**config.mk**
```make
export PLATFORM = sky130hd
export DESIGN_NAME = dout_phase_retimer
export DESIGN_NICKNAME = d
export VERILOG_FILES = /design/src/rtl/retimer_pkg.sv /design/src/rtl/retimer_ctrl.sv /design/src/rtl/retimer_datapath.sv /design/src/rtl/dout_phase_retimer.sv
export SDC_FILE = /design/constraint.sdc
export NUM_CORES = 1
export LEC_CHECK = 0
export BUFFER_PORTS_ARGS = -buffer_cell sky130_fd_sc_hd__clkbuf_2
export CAP_MARGIN = 40
export CORE_MARGIN = 2
export CORE_UTILIZATION = 55
export DETAILED_ROUTE_END_ITERATION = 7
export PLACE_DENSITY_LB_ADDON = 0.1
export RECOVER_POWER = 25
export SYNTH_ARGS = -nofsm -noshare
export SYNTH_HDL_FRONTEND = slang
export SYNTH_SLANG_ARGS = --single-unit
```
**constraint.sdc**
```tcl
create_clock -name clk -period 6.9 [get_ports clk]
set_input_delay 2.07 -clock clk [delete_from_list [all_inputs] [get_ports clk]]
set_output_delay 2.07 -clock clk [all_outputs]
set_load 0.01 [all_outputs]
```
**src/rtl/retimer_pkg.sv**
```systemverilog
package retimer_pkg;

  // Per-cycle strobes from control to datapath.
  typedef struct packed {
    logic shift;      // advance the latency pipeline
    logic load;       // launch the oldest stage onto the output
    logic dclkRise;   // tracking mode: drive dclk high
    logic dclkFall;   // tracking mode: drive dclk low
    logic fixedMode;  // dclk follows the inverted pixel clock
    logic fixedLevel; // level of the inverted pixel clock this step
  } retimerStrobes_t;

endpackage

```
**src/rtl/retimer_ctrl.sv**
```systemverilog
module retimer_ctrl
  import retimer_pkg::*;
#(
  parameter int PHASES     = 48,
  parameter int TRIM_W     = 2,
  parameter int TRIM_RESET = 2,
  localparam int PHASE_W   = $clog2(PHASES),
  localparam int CFG_W     = PHASE_W + 1 + TRIM_W
) (
  input  logic               clk,
  input  logic               rst_n,
  input  logic [PHASE_W-1:0] phaseIdx,
  input  logic               regWrEn,
  input  logic [CFG_W-1:0]   regWrData,
  output logic [CFG_W-1:0]   regRdData,
  output retimerStrobes_t    strobes
);

  localparam logic [PHASE_W-1:0] LAST_PHASE = PHASE_W'(PHASES - 1);
  localparam logic [PHASE_W-1:0] HALF_PHASE = PHASE_W'(PHASES / 2);
  localparam logic [PHASE_W:0]   PHASES_X   = (PHASE_W+1)'(PHASES);
  localparam int MODE_BIT = PHASE_W;

  logic [PHASE_W-1:0] cfgPhase;
  logic               cfgFixed;
  logic [TRIM_W-1:0]  cfgTrim;

  logic [PHASE_W-1:0] wrPhase;
  logic [PHASE_W:0]   fallSum;
  logic [PHASE_W-1:0] fallPhase;

  assign wrPhase = regWrData[PHASE_W-1:0];

  always_ff @(posedge clk or negedge rst_n) begin
    if (!rst_n) begin
      cfgPhase <= '0;
      cfgFixed <= 1'b0;
      cfgTrim  <= TRIM_W'(TRIM_RESET);
    end else if (regWrEn) begin
      if (wrPhase <= LAST_PHASE) cfgPhase <= wrPhase;
      cfgFixed <= regWrData[MODE_BIT];
      cfgTrim  <= regWrData[CFG_W-1:MODE_BIT+1];
    end
  end

  assign regRdData = {cfgTrim, cfgFixed, cfgPhase};

  // Fall step is half a period after the launch step, wrapped.
  always_comb begin
    fallSum = {1'b0, cfgPhase} + {1'b0, HALF_PHASE};
    if (fallSum >= PHASES_X) fallPhase = PHASE_W'(fallSum - PHASES_X);
    else                     fallPhase = fallSum[PHASE_W-1:0];
  end

  always_comb begin
    strobes.shift      = (phaseIdx == LAST_PHASE);
    strobes.load       = (phaseIdx == cfgPhase);
    strobes.dclkRise   = !cfgFixed && (phaseIdx == cfgPhase);
    strobes.dclkFall   = !cfgFixed && (phaseIdx == fallPhase);
    strobes.fixedMode  = cfgFixed;
    strobes.fixedLevel = (phaseIdx >= HALF_PHASE);
  end

endmodule

```
**src/rtl/retimer_datapath.sv**
```systemverilog
module retimer_datapath
  import retimer_pkg::*;
#(
  parameter int DATA_W  = 12,
  parameter int LATENCY = 11
) (
  input  logic              clk,
  input  logic              rst_n,
  input  retimerStrobes_t   strobes,
  input  logic [DATA_W-1:0] sampleIn,
  output logic [DATA_W-1:0] dataOut,
  output logic              dataValid,
  output logic              dclk
);

  logic [LATENCY-1:0][DATA_W-1:0] stageData;
  logic [LATENCY-1:0][DATA_W-1:0] stageNext;
  logic [LATENCY-1:0]             stageValid;
  logic [LATENCY-1:0]             validNext;

  for (genvar g = 0; g < LATENCY; g++) begin : gStage
    if (g == 0) begin : gHead
      assign stageNext[g] = sampleIn;
      assign validNext[g] = 1'b1;
    end else begin : gBody
      assign stageNext[g] = stageData[g-1];
      assign validNext[g] = stageValid[g-1];
    end
  end

  always_ff @(posedge clk or negedge rst_n) begin
    if (!rst_n) begin
      stageData  <= '0;
      stageValid <= '0;
    end else if (strobes.shift) begin
      stageData  <= stageNext;
      stageValid <= validNext;
    end
  end

  always_ff @(posedge clk or negedge rst_n) begin
    if (!rst_n) begin
      dataOut   <= '0;
      dataValid <= 1'b0;
    end else if (strobes.load) begin
      dataOut   <= stageData[LATENCY-1];
      dataValid <= stageValid[LATENCY-1];
    end
  end

  always_ff @(posedge clk or negedge rst_n) begin
    if (!rst_n)                dclk <= 1'b0;
    else if (strobes.fixedMode) dclk <= strobes.fixedLevel;
    else if (strobes.dclkRise)  dclk <= 1'b1;
    else if (strobes.dclkFall)  dclk <= 1'b0;
  end

endmodule

```
**src/rtl/dout_phase_retimer.sv**
```systemverilog
module dout_phase_retimer
  import retimer_pkg::*;
#(
  parameter int DATA_W     = 12,
  parameter int PHASES     = 48,
  parameter int LATENCY    = 11,
  parameter int TRIM_W     = 2,
  parameter int TRIM_RESET = 2,
  localparam int PHASE_W   = $clog2(PHASES),
  localparam int CFG_W     = PHASE_W + 1 + TRIM_W
) (
  input  logic               clk,
  input  logic               rst_n,
  input  logic [PHASE_W-1:0] phaseIdx,
  input  logic [DATA_W-1:0]  sampleIn,
  input  logic               regWrEn,
  input  logic [CFG_W-1:0]   regWrData,
  output logic [CFG_W-1:0]   regRdData,
  output logic [DATA_W-1:0]  dataOut,
  output logic               dataValid,
  output logic               dclk
);

  retimerStrobes_t strobes;

  retimer_ctrl #(
    .PHASES(PHASES), .TRIM_W(TRIM_W), .TRIM_RESET(TRIM_RESET)
  ) uCtrl (
    .clk(clk), .rst_n(rst_n), .phaseIdx(phaseIdx),
    .regWrEn(regWrEn), .regWrData(regWrData),
    .regRdData(regRdData), .strobes(strobes)
  );

  retimer_datapath #(
    .DATA_W(DATA_W), .LATENCY(LATENCY)
  ) uPath (
    .clk(clk), .rst_n(rst_n), .strobes(strobes), .sampleIn(sampleIn),
    .dataOut(dataOut), .dataValid(dataValid), .dclk(dclk)
  );

endmodule

```
==> metrics <==
run status=complete, but fails checks; violated checks=max-capacitance violations, max-slew violations; top-level port count=53; largest voltage drop on the vdd net=between 0.15 and 0.2 mV; layout net count=approximately 480; number of sinks driven by the clock tree=around 170; FF+latch count, synth=around 170; cells after synthesis=approximately 390; worst min path class=reg2reg; Root Driver=sky130_fd_sc_hd__clkbuf_16; per-cell routed wire length=~15 um; effective utilization at floorplan=56.0%; remaining antenna violation count after routing=0; worst setup path start=rst_n; number of synthesized flops with an enable pin=0; Ys Warns=0; flop2flop setup slack=4100 ps; distinct cell type count after synthesis=29; setup repair after global routing missed its margin=no; global route overflow=0; clock network latency to the later pin of the worst-skew pair=about 420 ps; cell breakdown of the critical path=buf_6, clkbuf_1; area fraction in compound gates after synthesis=between 1 and 1.5%; worst flop-to-flop path endpoint=uPath.dclk$_DFFE_PN0P_; portion of netlist area occupied by mux cells=28.8%; Slew headroom=-34.4%; global router's overall resource usage=around 16%; number of max-slew violations in the final report=40; Avg Inst Size Synth=roughly 16 sq um; maximum number of pins on one net before global-route repair=approximately 140; Avg Vias per Cell=5.27; total inserted antenna cells=0; CTS hold repair buffers=0; Layout Skew=5.56 ps; xor/xnor cell area share of the yosys netlist=~1.2%; Remaining DRCs=0; via count of the first global-routing pass=3331; class of the most critical setup path=in2async; Fillers=840; power density over the cells=287 nW/um^2; start of the worst register-to-register path=uCtrl.cfgPhase[3]$_DFFE_PN0P_; dominant combinational cell family by area after synthesis=multiplexers; # port buffers=between 50 and 60; measured slew at the worst slew-check pin=2020 ps; crit path capture=uPath.stageData[120]$_DFFE_PN0N_; data required time of the critical path=7020 ps; cell type with the largest total area after synthesis=sky130_fd_sc_hd__dfrtp_1; Maximum Capacitance Violations=1; FF+latch area=just over 4000 sq um; Cell Area, Synth=6370 sq um; number of buffers between clock root and the deepest sink=2; total length of routed wires=between 8 and 9 mm; initial antenna violation count=0; area of the placeable core=between 10000 and 15000 sq um; startpoint type of the worst setup path=input port; detailed-router iteration count before antenna repair=4; setup TNS=0 ps; number of vias after detailed routing=between 3000 and 4000; maximum fanout along the worst path=64; arithmetic-cell share of the synthesized area counting full adders, half adders and majority gates=less than 1%; kind of cell adding the most delay to the critical path=buffers and inverters; slowest library cell on the worst path=sky130_fd_sc_hd__clkbuf_1; synth top area cells=sky130_fd_sc_hd__dfrtp_1 (65%), sky130_fd_sc_hd__mux2_2 (29%), sky130_fd_sc_hd__buf_2 (1.3%); final-report setup violation count=0; final period demand of the worst path=3930 ps; routability congestion estimate from global placement=approximately 0.8; area fraction of the dominant cell type after synthesis=~65%; area delta synth->final=15.7%; Synth Area in Simple Gates=~1.4%; full die area=around 12000 sq um; TritonCTS clock tree=built; total power after layout=2.11 mW; number of rows created at floorplan=39; post-detail-place hpwl=about 5.3 mm; H-tree levels=4; Post-CTS Repair Setup Buffers=0; f_max=roughly 250 MHz; area of the multi-input gates=about 2100 sq um; number of design-rule violations left by the first detailed-router iteration=between 150 and 200; sequential area share after synthesis=between 60 and 70%; Vert. Die Dim=roughly 110 um; fraction of final layout cells sized beyond drive strength 1=about 55%; commonest cells in the netlist=sky130_fd_sc_hd__dfrtp_1 (165), sky130_fd_sc_hd__mux2_2 (162), sky130_fd_sc_hd__buf_2 (16); most numerous cell in the Yosys netlist=sky130_fd_sc_hd__dfrtp_1; Gates resized, CTS repair=0; largest stage delay on the critical path=between 1500 and 2000 ps; number of hold violations in the final report=0; Mapped Nets=around 420; die outline width=about 110 um; depth of the most critical reg-to-reg path=9; final clock period utilization by the worst path=between 50% and 60%; most instantiated flip-flop cell in the synthesis netlist=sky130_fd_sc_hd__dfrtp_1; Synth async-reset ratio=between 90% and 100%; clock input transition at the sequential cells of the worst setup and hold paths=60 ps; Static Leak=between 3 and 4 nW; first-pass GRT wire length=roughly 16 mm; type of destination of the critical path=async pin; total stage count of the critical path=2; number of buffers created by CTS=17; crit path buf inv count=2; critical path arrival=4060 ps
[how the worst min path moves through the flow]
stage          slack, ps                               to                       startpoint  cells after the start
2_1_floorplan        430  uPath.stageValid[0]$_DFFE_PN0N_  uPath.stageValid[0]$_DFFE_PN0N_                      1
3_3_place_gp         450  uPath.stageValid[0]$_DFFE_PN0N_  uPath.stageValid[0]$_DFFE_PN0N_                      1
3_5_place_dp         460  uPath.stageValid[0]$_DFFE_PN0N_  uPath.stageValid[0]$_DFFE_PN0N_                      1
4_1_cts              470  uPath.stageValid[0]$_DFFE_PN0N_  uPath.stageValid[0]$_DFFE_PN0N_                      1
5_1_grt              490  uPath.stageValid[0]$_DFFE_PN0N_  uPath.stageValid[0]$_DFFE_PN0N_                      1
6_report             470  uPath.stageValid[0]$_DFFE_PN0N_  uPath.stageValid[0]$_DFFE_PN0N_                      1
[cell type report]
| type | instances | share of cell area, % |
|---|---|---|
| flip-flops and latches | 166 | 56.4 |
| inverters | 4 | 0.204 |
| clock inverters | 14 | 2.39 |
| repair buffers | 55 | 4.02 |
| multi-input cells | 200 | 28.6 |
| well taps | 143 | 2.43 |
| clock buffers | 18 | 5.96 |
[logic make-up after synthesis]
family,count (synthesis)
buffers and inverters,23
DFF,166
muxes,163
and+or+nand+nor,14
adders and majority gates,2
AOI/OAI and AO/OA,12
xor gates and xnor gates,9
[flip-flops by register name, summed over array words and instances (netlist names)]
register and flops:
uPath.dclk 1, uPath.stageValid 11, uCtrl.cfgTrim 2, uCtrl.cfgFixed 1, uCtrl.cfgPhase 6, uPath.stageData 132, uPath.dataOut 12, uPath.dataValid 1
[layout by cell type (no fill, tap or decap), types with 2 or more instances in the layout]
master / n
sky130_fd_sc_hd__bufinv_16: 3
sky130_fd_sc_hd__clkbuf_1: 2
sky130_fd_sc_hd__clkbuf_16: 17
sky130_fd_sc_hd__clkbuf_2: 50
sky130_fd_sc_hd__clkinv_4: 4
sky130_fd_sc_hd__clkinvlp_4: 5
sky130_fd_sc_hd__dfrtp_1: 165
sky130_fd_sc_hd__ha_1: 2
sky130_fd_sc_hd__inv_1: 4
sky130_fd_sc_hd__mux2_2: 162
sky130_fd_sc_hd__nand2_1: 2
sky130_fd_sc_hd__nand4_1: 2
sky130_fd_sc_hd__nor2_1: 2
sky130_fd_sc_hd__o21ai_0: 5
sky130_fd_sc_hd__xnor2_1: 5
sky130_fd_sc_hd__xor2_1: 4
[metal layers]
metal	track usage [%]	vias to the layer above	share of wire (%)
met4	6.83	0	1.6
met5	0	-	0
met3	5.33	13	4.0
met1	21.8	1606	50
li1	-	1492	-
met2	23.2	52	45
[metrics by stage]
| step | setup slack [ps] | cells | instance area [sq um] | hold slack [ps] | utilization (%) |
|---|---|---|---|---|---|
| 2_1_floorplan | 3490 | 389 | 6370 | 433 | - |
| 3_3_place_gp | 3090 | 568 | 6760 | 445 | 59.5 |
| 3_5_place_dp | 3000 | 568 | 6760 | 458 | 59.5 |
| 4_1_cts | 3430 | 600 | 7380 | 469 | 64.9 |
| 5_1_grt | 2430 | 600 | 7370 | 492 | 64.8 |
| 6_report | 2970 | 600 | 7370 | 471 | 64.8 |
[report_power, final]
part	internal [mW]	leakage [nW]	total, mW	switching [mW]
logic	0.0605	1.18	0.121	0.0609
registers	1.01	2.27	1.04	0.0238
clock network	0.581	0.285	0.957	0.377
total	1.65	3.73	2.11	0.461
Power figures use the tool's default switching activity.
